### src/rtl/row_tracker_pkg.sv
package row_tracker_pkg;
  typedef enum logic [1:0] {
    CMD_NONE    = 2'd0,
    CMD_ACT     = 2'd1,
    CMD_PRE_ACT = 2'd2
  } row_cmd_e;
endpackage

### src/rtl/addr_split.sv
module addr_split #(
  parameter int ROW_W  = 12,
  parameter int COL_W  = 9,
  parameter int BANK_W = 2,
  localparam int ADDR_W = ROW_W + BANK_W + COL_W
) (
  input  logic              mode_rbc,
  input  logic [ADDR_W-1:0] addr,
  output logic [BANK_W-1:0] bank,
  output logic [ROW_W-1:0]  row,
  output logic [COL_W-1:0]  col
);
  always_comb begin
    col = addr[COL_W-1:0];
    if (mode_rbc) begin
      row  = addr[ADDR_W-1 -: ROW_W];
      bank = addr[COL_W +: BANK_W];
    end else begin
      bank = addr[ADDR_W-1 -: BANK_W];
      row  = addr[COL_W +: ROW_W];
    end
  end
endmodule

### src/rtl/bank_table.sv
module bank_table #(
  parameter int ROW_W  = 12,
  parameter int BANKS  = 4,
  localparam int BANK_W = $clog2(BANKS)
) (
  input  logic                         clk,
  input  logic                         rst_n,
  input  logic                         clr_all,
  input  logic                         upd_en,
  input  logic [BANK_W-1:0]            upd_bank,
  input  logic [ROW_W-1:0]             upd_row,
  output logic [BANKS-1:0]             open_vld,
  output logic [BANKS-1:0][ROW_W-1:0]  open_row
);
  for (genvar b = 0; b < BANKS; b++) begin : g_bank
    logic             vld_d;
    logic             row_en;
    logic [ROW_W-1:0] row_q;
    logic             vld_q;

    always_comb begin
      row_en = upd_en && (upd_bank == BANK_W'(b));
      if (clr_all)     vld_d = 1'b0;
      else if (row_en) vld_d = 1'b1;
      else             vld_d = vld_q;
    end

    always_ff @(posedge clk or negedge rst_n) begin
      if (!rst_n) vld_q <= 1'b0;
      else        vld_q <= vld_d;
    end

    always_ff @(posedge clk or negedge rst_n) begin
      if (!rst_n)      row_q <= '0;
      else if (row_en) row_q <= upd_row;
    end

    assign open_vld[b] = vld_q;
    assign open_row[b] = row_q;
  end
endmodule

### src/rtl/sdram_row_tracker.sv
module sdram_row_tracker
  import row_tracker_pkg::*;
#(
  parameter int ROW_W = 12,
  parameter int COL_W = 9,
  localparam int BANKS  = 4,
  localparam int BANK_W = $clog2(BANKS),
  localparam int ADDR_W = ROW_W + BANK_W + COL_W
) (
  input  logic              clk,
  input  logic              rst_n,
  input  logic              mode_rbc,
  input  logic              prech_all,
  input  logic              req_valid,
  output logic              req_ready,
  input  logic [ADDR_W-1:0] req_addr,
  output logic              rsp_valid,
  input  logic              rsp_ready,
  output logic [BANK_W-1:0] rsp_bank,
  output logic [ROW_W-1:0]  rsp_row,
  output logic [COL_W-1:0]  rsp_col,
  output logic [1:0]        rsp_cmd,
  output logic              rsp_hit,
  output logic              pasr_ok
);
  logic [BANK_W-1:0]            dec_bank;
  logic [ROW_W-1:0]             dec_row;
  logic [COL_W-1:0]             dec_col;
  logic [BANKS-1:0]             open_vld;
  logic [BANKS-1:0][ROW_W-1:0]  open_row;
  logic                         req_fire, rsp_fire, mode_chg;
  logic                         mode_q;
  logic                         vld_q, vld_d;
  logic [BANK_W-1:0]            bank_q;
  logic [ROW_W-1:0]             row_q;
  logic [COL_W-1:0]             col_q;
  row_cmd_e                     cmd_q, cmd_d;
  logic                         hit_q, hit_d;

  addr_split #(.ROW_W(ROW_W), .COL_W(COL_W), .BANK_W(BANK_W)) u_split (
    .mode_rbc (mode_rbc),
    .addr     (req_addr),
    .bank     (dec_bank),
    .row      (dec_row),
    .col      (dec_col)
  );

  bank_table #(.ROW_W(ROW_W), .BANKS(BANKS)) u_table (
    .clk      (clk),
    .rst_n    (rst_n),
    .clr_all  (prech_all | mode_chg),
    .upd_en   (rsp_fire && (cmd_q != CMD_NONE)),
    .upd_bank (bank_q),
    .upd_row  (row_q),
    .open_vld (open_vld),
    .open_row (open_row)
  );

  assign req_ready = !vld_q;
  assign req_fire  = req_valid && req_ready;
  assign rsp_fire  = vld_q && rsp_ready;
  assign mode_chg  = mode_rbc ^ mode_q;

  // verdict and handshake next state
  always_comb begin
    if (!open_vld[dec_bank]) begin
      cmd_d = CMD_ACT;
      hit_d = 1'b0;
    end else if (open_row[dec_bank] == dec_row) begin
      cmd_d = CMD_NONE;
      hit_d = 1'b1;
    end else begin
      cmd_d = CMD_PRE_ACT;
      hit_d = 1'b0;
    end
    if (req_fire)      vld_d = 1'b1;
    else if (rsp_fire) vld_d = 1'b0;
    else               vld_d = vld_q;
  end

  always_ff @(posedge clk or negedge rst_n) begin
    if (!rst_n) begin
      vld_q  <= 1'b0;
      mode_q <= 1'b0;
    end else begin
      vld_q  <= vld_d;
      mode_q <= mode_rbc;
    end
  end

  always_ff @(posedge clk or negedge rst_n) begin
    if (!rst_n) begin
      bank_q <= '0;
      row_q  <= '0;
      col_q  <= '0;
      cmd_q  <= CMD_NONE;
      hit_q  <= 1'b0;
    end else if (req_fire) begin
      bank_q <= dec_bank;
      row_q  <= dec_row;
      col_q  <= dec_col;
      cmd_q  <= cmd_d;
      hit_q  <= hit_d;
    end
  end

  assign rsp_valid = vld_q;
  assign rsp_bank  = bank_q;
  assign rsp_row   = row_q;
  assign rsp_col   = col_q;
  assign rsp_cmd   = cmd_q;
  assign rsp_hit   = hit_q;
  assign pasr_ok   = !mode_q;
endmodule

### config.mk
export PLATFORM = sky130hd
export DESIGN_NAME = sdram_row_tracker
export DESIGN_NICKNAME = d
export VERILOG_FILES = /design/src/rtl/row_tracker_pkg.sv /design/src/rtl/addr_split.sv /design/src/rtl/bank_table.sv /design/src/rtl/sdram_row_tracker.sv
export SDC_FILE = /design/constraint.sdc
export NUM_CORES = 1
export LEC_CHECK = 0
export ABC_AREA = 1
export BUFFER_PORTS_ARGS = -buffer_cell sky130_fd_sc_hd__clkbuf_2
export CAP_MARGIN = 20
export CORE_MARGIN = 2
export CORE_UTILIZATION = 40
export DETAILED_ROUTE_END_ITERATION = 8
export PLACE_DENSITY = 0.69
export SETUP_SLACK_MARGIN = 0.1
export SLEW_MARGIN = 20
export SYNTH_ARGS = -nofsm -noshare
export SYNTH_HDL_FRONTEND = slang
export SYNTH_SLANG_ARGS = --single-unit
### constraint.sdc
create_clock -name clk -period 1.24 [get_ports clk]
set_input_delay 0.372 -clock clk [delete_from_list [all_inputs] [get_ports clk]]
set_output_delay 0.372 -clock clk [all_outputs]
set_load 0.05 [all_outputs]
==> results of run 1 <==
kinds of logic after synthesis:
family / after synthesis
and+or+nand+nor: 294
buffers and inverters: 95
AOI/OAI and AO/OA: 87
DFF: 80
per-stage QoR:
step / cell area (um2) / setup WS, ps / TNS (ps) / util, %
6_report: 6620 / -378 / -13820 / 65.3
5_1_grt: 6620 / -376 / -18400 / 65.3
4_1_cts: 5960 / -188 / -7870 / 58.8
3_5_place_dp: 4930 / -775 / -7240 / 48.6
3_3_place_gp: 4930 / -739 / -5510 / 48.6
2_1_floorplan: 4190 / -311 / -22540 / -
what timing repair did:
item                                    4_1_cts  5_1_grt
pin swaps                                    13       36
cloned                                        7        7
hold endpoints to repair                      9        0
hold buffers                                  1        0
resized for setup                           112      140
endpoints found under the setup margin       91      107
buffers inserted                             18       11
sequential cells by signal, summed over array words and instances, names as in the netlist:
signal and flops:
rsp_hit 1, rsp_col 9, rsp_row 12, rsp_valid 1, u_table.g_bank.row_q 48, rsp_bank 2, u_table.g_bank.vld_q 4, mode_q 1
rsp_cmd 2
layout by cell type, fill, tap and decap left out, drive strengths merged:
cell type	count
nand2	206
buf	108
dfrtp	80
o21ai	78
nand3	76
inv	65
clkbuf	48
a21oi	8
nand3b	6
nor2	5
bufinv	3
clkinv	3
clkinvlp	2
bufbuf	2
o211a	1
nand4	1
dlygate4sd3	1
layout make-up:
cell class,instances,area share (%)
repair inverters,1,0.0567
flip-flops and latches,80,30.3
clock buffers,10,1.93
clock inverters,5,1.61
well taps,136,2.57
repair buffers,149,27.2
multi-input cells,381,32.1
inverters,67,4.31
synth_stat cells (3+ instances only):
cell / n / area (um2)
a21oi_1: 8 / 40.0
buf_2: 5 / 25.0
buf_4: 3 / 22.5
buf_6: 8 / 90.1
clkbuf_1: 12 / 45.0
dfrtp_1: 80 / 2000
inv_1: 65 / 244
nand2_1: 201 / 754
nand2_2: 4 / 25.0
nand3_1: 76 / 380
nand3b_1: 6 / 45.0
nor2_1: 5 / 18.8
o21ai_0: 75 / 375
o21ai_1: 3 / 15.0
path summary, 6_finish.rpt:
path	start	end	slack, ps
min in group asynchronous	rst_n	u_table.g_bank[3].row_q[5]	380
max	rsp_cmd[1]	u_table.g_bank[1].row_q[3]	-380
max reg2reg	rsp_cmd[1]	u_table.g_bank[1].row_q[3]	-380
min	rsp_ready	rsp_valid	190
min reg2reg	u_table.g_bank[0].row_q[4]	u_table.g_bank[0].row_q[4]	500
max in group asynchronous	rst_n	rsp_valid	430
layer usage:
metal	share of wire, %	GRT usage (%)	vias up
met5	0	0	-
met4	4.7	8.83	0
met3	7.8	4.95	72
met2	49	39.2	222
met1	38	30.1	2095
li1	-	-	2041
critical path, delay by kind of cell, from the launching register on:
family | cells | cell delay (ps)
buf+inv | 1 | 310
simple gates | 1 | 150
flops | 1 | 460
compound gates | 2 | 580
power groups by stage:
stage	clock [mW]	sequential [mW]	combinational (mW)
6_report	2.37	4.25	4.78
5_1_grt	2.49	4.34	5.18
4_1_cts	2.35	4.11	4.01
3_5_place_dp	0	4.14	3.33
3_3_place_gp	0	4.12	3.23
2_1_floorplan	0	4.61	1.82
==> flow_summary_export.csv, run 1 <==
group,metric,value,unit
run_status,status,"complete, but fails checks",
run_status,failed_checks,"setup timing",
logic_synthesis,syn_area,4120,um2
flow_run,max_cap_viol_count,0,
logic_synthesis,syn-mean-instance-area,7.41,um2
timing,final_min_period_over_clock_period,131,%
worst_setup_path,critical_path.slowest_cell,"dfrtp_1",
power,swShare,39.3,%
worst_setup_path,timing.critical_path.to_type,"flop",
route,via_count,4430,
power,power.leakage,3.39,nW
global_routing,grt_max_degree,32,
final_layout,num-fill-cells,751,
worst_setup_path,crit_path_max_incr_delay,460,ps
power,power_frac_seq,37.3,%
placement,place_hpwl,7750,um
placement,count_of_buffers_from_port_buffering,57,
final_layout,nets,718,
timing,timing_worst_slew_pin_value,380,ps
logic_synthesis,sequential_fraction_of_the_synthesis_area,48.6,%
power,power_switching,4.48,mW
logic_synthesis,post_synth_edffs,0,
floorplan,die_height,105,um
worst_setup_path,critPathMaxFanout,12,
clock_tree,clkSinkCount,80,
route,finalWirelength,14600,um
logic_synthesis,number_of_warning_messages_in_the_yosys_log,0,
route,drt_pre_antenna_iters,6,
timing,max_slew_violation_total_from_the_final_report,0,
logic_synthesis,ys_async_sr_fraction,100,%
logic_synthesis,ys_ff_latch,80,
route,ant_nets,0,
clock_tree,clock_insertion_delay_worst_skew,380,ps
worst_setup_path,critical_path.startpoint_type,"flop",
logic_synthesis,compound_gate_fraction_of_synth_area,10.7,%
power,fin_total_pwr,11.4,mW
floorplan,initial_core_util,40.6,%
global_routing,groute.usage.overall,23.5,%
global_routing,grt.overflow.total,0,
placement,routabilityCongestion,0.884,
clock_tree,tritoncts_clock_tree,"yes",
route,post-route-drc-count,0,
power,power_density,1720,nW/um2
floorplan,dieWidth,105,um
worst_setup_path,timing.critical_path.cells,"o211a_1, nand3_4, bufbuf_16, o21ai_0",
power,worst_ir_drop_vdd,0.888,mV
route,initialDrtViolationCount,353,
route,drt-wirelength-per-cell,17.6,um
final_layout,multiInputGateArea,2120,um2
logic_synthesis,main_combinational_cell_family_by_area_after_synthesis,"simple AND/OR/NAND/NOR gates",
global_routing,grt_pass1_vias,4070,
logic_synthesis,synthesis.nets,585,
final_layout,ff_latch_area,2000,um2
power,share_clk_of_total_power,20.8,%
global_routing,initial_antenna_violation_count,0,
logic_synthesis,synth_top_flop_cell,"dfrtp_1",
floorplan,ioPinCount,58,
timing,finalClockSkew,21.9,ps
timing,fin_crit_period,1620,ps
timing,timing.final.setup_violations,106,
min_path,worst_hold_path_cells,2,
timing,slew_headroom,74.4,%
floorplan,fp.coreArea,10100,um2
timing,rsz_0062_raised_after_global_routing,"true",
worst_setup_path,critical_path_arrival,1880,ps
worst_setup_path,critical_path_class,"flop to flop",
logic_synthesis,post_synth_mux_area_share,0,%
placement,place_inst,770,
final_layout,final_layout_size_suffix_gt1_share,38.1,%
floorplan,number_of_core_rows,37,
timing,fmax,618,MHz
timing,hold_viol_final,0,
clock_tree,ctsHtreeMaxLevel,3,
worst_setup_path,required_worst_endpoint,1500,ps
timing,worst_slack,-378,ps
final_layout,synthToLayoutAreaGrowth,60.6,%
logic_synthesis,synthXorXnorAreaFrac,0,%
power,comb_power_share,41.9,%
power,power.internal,6.92,mW
clock_tree,ctsLongestPathBuffers,2,
logic_synthesis,synth.distinct_cells,19,
timing,hold-worst-slack,191,ps
logic_synthesis,synth_adder_area_share,0,%
floorplan,die_area,11100,um2
clock_tree,clk_pin_slew,100,ps
global_routing,grt_first_pass_wirelength,20400,um
final_layout,instances_no_fill,829,
route,viasPerCell,5.34,
clock_tree,cts-root-buf,"clkbuf_8",
final_layout,antenna-diode-count,0,
logic_synthesis,post_synth_inst_count,556,
min_path,worstHoldPathType,"input port to flop",
logic_synthesis,post_synth_and_or_nand_nor_area_fraction,30.1,%
worst_setup_path,reg2regPathDepth,4,
clock_tree,tritoncts.num_buffers,9,
(Power assumes the default switching activity.)
==> inputs of run 2 (changes only) <==
--- a/config.mk
+++ b/config.mk
@@ -8,6 +8,7 @@
 export ABC_AREA = 1
 export BUFFER_PORTS_ARGS = -buffer_cell sky130_fd_sc_hd__clkbuf_2
 export CAP_MARGIN = 20
+export CORE_ASPECT_RATIO = 2
 export CORE_MARGIN = 2
 export CORE_UTILIZATION = 40
 export DETAILED_ROUTE_END_ITERATION = 8
==> run 2 against run 1 <==
Effect of this change: the run still ends with setup timing left; flip-flop and latch count stayed put; utilization up 11 points; sequential share of layout area shrank 4.1 points; total power grew 24%; critical path type is now input port to flop.
==> flow_summary_export.csv, run 2 (synthesis results as in run 1) <==
group,metric,value,unit
power,comb_power_share,46.3,%
power,power.internal,8.20,mW
timing,rsz_0062_raised_after_global_routing,"true",
final_layout,number_of_flip_flops_under_the_largest_register_name,48,
floorplan,dieWidth,75.8,um
power,power_density,1850,nW/um2
placement,dp_slack,-839,ps
timing,fmax,566,MHz
worst_setup_path,required_worst_endpoint,1480,ps
clock_tree,ctsHtreeMaxLevel,3,
route,drt_pre_antenna_iters,7,
final_layout,nets,745,
clock_tree,cts-root-buf,"clkbuf_16",
timing,slew_headroom,68.9,%
floorplan,die_area,11200,um2
worst_setup_path,critPathMaxFanout,6,
power,share_clk_of_total_power,20.6,%
floorplan,die_height,148,um
route,initialDrtViolationCount,919,
global_routing,grt_first_pass_wirelength,27200,um
timing,timing_worst_slew_pin_value,462,ps
power,power.leakage,3.81,nW
route,drt-wirelength-per-cell,24.6,um
worst_setup_path,critical_path.startpoint_type,"input port",
clock_tree,tritoncts_clock_tree,"yes",
route,finalWirelength,21000,um
route,viasPerCell,6.10,
final_layout,synthToLayoutAreaGrowth,85.9,%
power,swShare,42.2,%
worst_setup_path,crit_path_max_incr_delay,210,ps
placement,post_dp_cell_area,4940,um2
power,power_frac_seq,33.1,%
power,worst_ir_drop_vdd,1.54,mV
clock_tree,clock_insertion_delay_worst_skew,350,ps
timing,worst_slack,-527,ps
worst_setup_path,critical_path_arrival,2000,ps
global_routing,initial_antenna_violation_count,0,
timing,hold-worst-slack,10.9,ps
clock_tree,hold_buffers,0,
placement,count_of_buffers_from_port_buffering,57,
final_layout,instances_no_fill,856,
timing,hold_viol_final,0,
placement,routabilityCongestion,0.854,
placement,place_hpwl,7780,um
global_routing,grt.overflow.total,0,
final_layout,largest_reg_by_ff_count,"u_table.g_bank.row_q",
clock_tree,clk_pin_slew,60,ps
final_layout,layout.cells.most_common_list,"79 x nand2_1, 79 x dfrtp_1, 64 x nand2_2, 63 x buf_4, 62 x nand2_4",
timing,timing.final.setup_violations,107,
floorplan,ioPinCount,58,
worst_setup_path,critical_path_class,"input port to flop",
clock_tree,tritoncts.num_buffers,9,
worst_setup_path,worst-r2r-setup-slack,-390,ps
placement,place_inst,773,
clock_tree,ctsLongestPathBuffers,2,
global_routing,groute.usage.overall,33.0,%
worst_setup_path,cp_num_buf_inv,3,
clock_tree,clkSinkCount,80,
worst_setup_path,crit_path_end,"rsp_cmd[1]",
global_routing,grt_pass1_vias,5086,
route,post-route-drc-count,0,
final_layout,final_layout_size_suffix_gt1_share,56.4,%
final_layout,num-fill-cells,558,
min_path,worstHoldPathType,"input port to async pin",
worst_setup_path,cp_num_cells,15,
final_layout,antenna-diode-count,0,
flow_run,max_cap_viol_count,0,
worst_setup_path,reg2regPathDepth,11,
run_status,failed_checks,"setup timing",
worst_setup_path,worst_path_dominant_cell_family,"simple AND/OR/NAND/NOR gates",
timing,final_min_period_over_clock_period,143,%
worst_setup_path,reg2reg_from,"u_table.g_bank[0].row_q[11]",
final_layout,finish.instance_area,7660,um2
worst_setup_path,timing.critical_path.to_type,"flop",
timing,fin_crit_period,1770,ps
route,via_count,5221,
power,power_switching,5.98,mW
floorplan,number_of_core_rows,52,
worst_setup_path,r2r-end,"rsp_cmd[1]",
worst_setup_path,critical_path.slowest_cell,"nor2_4",
worst_setup_path,startpoint,"mode_rbc",
run_status,status,"complete, but fails checks",
floorplan,initial_core_util,40.9,%
timing,finalClockSkew,10.9,ps
worst_setup_path,timing.critical_path.cells,"clkbuf_16, buf_8, nand2_8, nand2_8, buf_12, nand2_4, nand3_2, nand2_1, nand2_1, nand2_1, nand2_2, nor2_4, nand3_2, nand2_2, nand2_2",
route,ant_nets,0,
timing,max_slew_violation_total_from_the_final_report,0,
global_routing,grt_max_degree,61,
floorplan,fp.coreArea,10100,um2
[run 2: cell types whose count changed in the layout (fill, tap and decap cells not counted), sizes merged]
cell         delta
inv             -1
clkbuf          -5
buf            +35
bufbuf          -1
bufinv          -1
clkinvlp        +1
dlygate4sd3     -1
nand2           +1
[run 2: final cells by class]
class,instances,area (um2),area share (%)
inverter,67,282,3.68
clock buffer,11,233,3.04
clock inverter,5,81.3,1.06
tap,135,169,2.21
sequential,80,2000,26.2
multi-input combinational,382,2700,35.3
timing repair buffer,176,2190,28.6
[run 2: stage by stage]
stage	TNS (ps)	util [%]	total power, mW
after floorplan	-22540	-	6.43
after global placement	-4810	49.0	7.40
after detailed placement	-6220	49.0	7.54
after CTS	-11250	66.8	11.9
after global routing	-18640	76.0	14.7
final	-16390	76.0	14.2
[run 2: power groups by stage]
stage	Combinational, mW	Clock (mW)	Sequential [mW]
global route	6.90	3.03	4.76
detailed placement	3.37	0	4.17
floorplan	1.82	0	4.61
CTS	4.82	2.87	4.23
finish	6.57	2.92	4.69
global placement	3.26	0	4.14
[run 2: worst min-delay path by stage]
| stage | from | end | slack, ps | cells past startpoint |
|---|---|---|---|---|
| after floorplan | rst_n | mode_q | 80 | 0 |
| after detailed placement | rst_n | rsp_row[4] | 400 | 2 |
| final | rst_n | u_table.g_bank[0].row_q[4] | 10 | 2 |
| after global routing | rst_n | u_table.g_bank[2].row_q[10] | 40 | 2 |
| after CTS | rst_n | u_table.g_bank[2].row_q[4] | 30 | 2 |
| after global placement | rst_n | rsp_row[4] | 380 | 2 |
[run 2: per-layer routing]
layer / part of all wire (%) / routed length [um] / vias to the layer above / global-route usage, %
met1: 32 / 6720 / 2438 / 39.6
met4: 9.0 / 1900 / 0 / 25.0
met5: 0 / 0 / - / 0
met2: 49 / 10400 / 493 / 49.9
li1: - / - / 2104 / -
met3: 9.6 / 2020 / 186 / 6.95
[run 2: timing repair]
item | 4_1_cts | 5_1_grt
setup buffers | 32 | 22
cloned | 19 | 4
resized for setup | 223 | 266
pin swaps | 9 | 50
setup endpoints to repair | 106 | 108
==> inputs of run 3 (changes only) <==
--- a/config.mk
+++ b/config.mk
@@ -12,7 +12,7 @@
 export CORE_MARGIN = 2
 export CORE_UTILIZATION = 40
 export DETAILED_ROUTE_END_ITERATION = 8
-export PLACE_DENSITY = 0.69
+export PLACE_DENSITY = 0.71
 export SETUP_SLACK_MARGIN = 0.1
 export SLEW_MARGIN = 20
 export SYNTH_ARGS = -nofsm -noshare
==> run 3 against run 2 <==
Effect of this change: the flow still finishes with violations (setup timing); flip-flop and latch count is the same; routed wire length shrank 4.8%; die area is the same; setup slack gained 89 ps; non-clock buffer count shrank 1; hold slack gained 210 ps.
==> flow_summary_export.csv, run 3 (synthesis results as in run 1) <==
group,metric,value,unit
route,via_count,5158,
final_layout,layout.cells.most_common_list,"103 x nand2_1, 78 x dfrtp_1, 67 x nand3_1, 62 x buf_4, 59 x inv_1",
placement,count_of_buffers_from_port_buffering,57,
final_layout,nets,745,
timing,slew_headroom,71.7,%
placement,dp_slack,-862,ps
global_routing,initial_antenna_violation_count,0,
run_status,status,"complete, but fails checks",
final_layout,number_of_flip_flops_under_the_largest_register_name,48,
clock_tree,clock_insertion_delay_worst_skew,360,ps
timing,max_slew_violation_total_from_the_final_report,0,
min_path,worstHoldPathType,"input port to flop",
timing,final_min_period_over_clock_period,135,%
worst_setup_path,critPathMaxFanout,7,
global_routing,grt_first_pass_wirelength,26100,um
clock_tree,ctsHtreeMaxLevel,3,
power,power_density,1810,nW/um2
floorplan,ioPinCount,58,
worst_setup_path,cp_num_buf_inv,4,
worst_setup_path,critical_path_arrival,1970,ps
timing,setup-tns-final,-16470,ps
flow_run,max_cap_viol_count,0,
clock_tree,tritoncts_clock_tree,"yes",
clock_tree,clk_pin_slew,80,ps
timing,fmax,596,MHz
final_layout,final_util,73.9,%
global_routing,grt.overflow.total,0,
min_path,worst_hold_path_cells,3,
worst_setup_path,critical_path.startpoint_type,"input port",
floorplan,dieWidth,75.8,um
final_layout,largest_reg_by_ff_count,"u_table.g_bank.row_q",
clock_tree,cts-root-buf,"clkbuf_16",
worst_setup_path,crit_path_max_incr_delay,160,ps
route,finalWirelength,20000,um
placement,routabilityCongestion,0.866,
timing,hold_viol_final,0,
worst_setup_path,critical_path.slowest_cell,"clkbuf_16",
final_layout,num-fill-cells,579,
final_layout,instances_no_fill,855,
power,power.leakage,3.67,nW
worst_setup_path,timing.critical_path.to_type,"flop",
clock_tree,ctsLongestPathBuffers,2,
timing,finalClockSkew,18.4,ps
timing,fin_crit_period,1680,ps
final_layout,final_layout_size_suffix_gt1_share,52.2,%
worst_setup_path,critical_path_class,"input port to flop",
run_status,failed_checks,"setup timing",
worst_setup_path,reg2regPathDepth,11,
worst_setup_path,timing.critical_path.mode_cell,"nand2_1",
global_routing,groute.usage.overall,31.9,%
power,fin_total_pwr,13.5,mW
placement,place_hpwl,8350,um
global_routing,grt_pass1_vias,5043,
route,initialDrtViolationCount,766,
floorplan,number_of_core_rows,52,
final_layout,synthToLayoutAreaGrowth,80.9,%
floorplan,fp.coreArea,10100,um2
clock_tree,tritoncts.num_buffers,9,
global_routing,groute.layer.met1.usage,34.6,%
worst_setup_path,worst_path_dominant_cell_family,"simple AND/OR/NAND/NOR gates",
route,ant_nets,0,
power,worst_ir_drop_vdd,1.35,mV
global_routing,grt-busiest-layer,"met2",
floorplan,initial_core_util,40.9,%
route,drt_pre_antenna_iters,8,
timing,rsz_0062_raised_after_global_routing,"true",
route,viasPerCell,6.03,
timing,timing_worst_slew_pin_value,421,ps
clock_tree,clkSinkCount,80,
worst_setup_path,required_worst_endpoint,1530,ps
worst_setup_path,cp_num_cells,14,
global_routing,grt_use_met2,48.5,%
timing,worst_slack,-438,ps
floorplan,die_area,11200,um2
final_layout,commonest_non_fill_non_tap_cell_in_the_layout,"nand2_1",
route,post-route-drc-count,0,
placement,place_inst,773,
worst_setup_path,timing.critical_path.cells,"buf_12, inv_8, nand2_8, nand2_8, clkbuf_16, nand2_1, nand3_1, nand3_1, nand2_1, nand2_2, nor2_4, buf_4, nand4_1, nand2_1",
floorplan,die_height,148,um
route,drt-wirelength-per-cell,23.4,um
timing,timing.final.setup_violations,107,
global_routing,met3_usage,8.59,%
global_routing,grt_max_degree,25,
final_layout,antenna-diode-count,0,
[run 3: changes by cell type in the layout (fill, tap and decap cells not counted), sizes merged]
cell | previous run | this run
inv | 64 | 66
clkinvlp | 3 | 4
buf | 143 | 140
bufinv | 2 | 1
bufbuf | 1 | 0
dlygate4sd3 | 0 | 1
[run 3: report_power, final]
group	internal (mW)	switching [mW]
clock network	1.56	1.21
registers	3.51	1.04
logic	2.75	3.42
[run 3: final timing paths]
path                                             startpoint                          to  slack, ps
worst max-delay path                               mode_rbc                     rsp_hit       -440
worst min register to register   u_table.g_bank[0].row_q[4]  u_table.g_bank[0].row_q[4]        500
max in group asynchronous                             rst_n  u_table.g_bank[3].row_q[2]        290
min in group asynchronous                             rst_n                  rsp_row[5]        480
worst max register to register  u_table.g_bank[0].row_q[11]                     rsp_hit       -420
worst min-delay path                            req_addr[3]                  rsp_col[3]        220
[run 3: metal layers]
| metal | routed length (um) | vias up |
|---|---|---|
| met2 | 9750 | 441 |
| met1 | 6240 | 2431 |
| met5 | 0 | - |
| li1 | - | 2099 |
| met4 | 2070 | 0 |
| met3 | 1950 | 187 |
[run 3: what timing repair did]
item,in CTS,in global routing
cloned,16,8
pin swaps,14,34
endpoints found under the hold margin,14,0
setup endpoints to repair,107,108
hold buffers,1,0
resized for setup,237,222
setup buffers,30,22
[run 3: cell type report]
cell class                      instances  area [um2]  share of cell area (%)
Timing Repair inverter                  1        8.76                   0.117
Clock buffer                            9         225                    3.02
Timing Repair Buffer                  175        2110                    28.3
Clock inverter                          6        70.1                   0.940
Tap cell                              135         169                    2.27
Inverter                               67         288                    3.86
Multi-Input combinational cell        382        2580                    34.6
Sequential cell                        80        2000                    26.9
[run 3: per-stage QoR]
step	hold WS, ps	cell area (um2)
2_1_floorplan	76.4	4190
6_report	220	7450
3_3_place_gp	299	4940
5_1_grt	228	7450
4_1_cts	225	6600
3_5_place_dp	298	4940
[run 3: worst register-to-register path: stages, from the launching register on]
cell     delay (ps)
dfrtp_1         420
inv_1            90
nand3_1         140
nand3_1         110
nand3_1         110
nand2_1          70
inv_1            70
nand2_1         100
nor2_4          140
buf_4           130
nand4_1          90
nand2_1         120
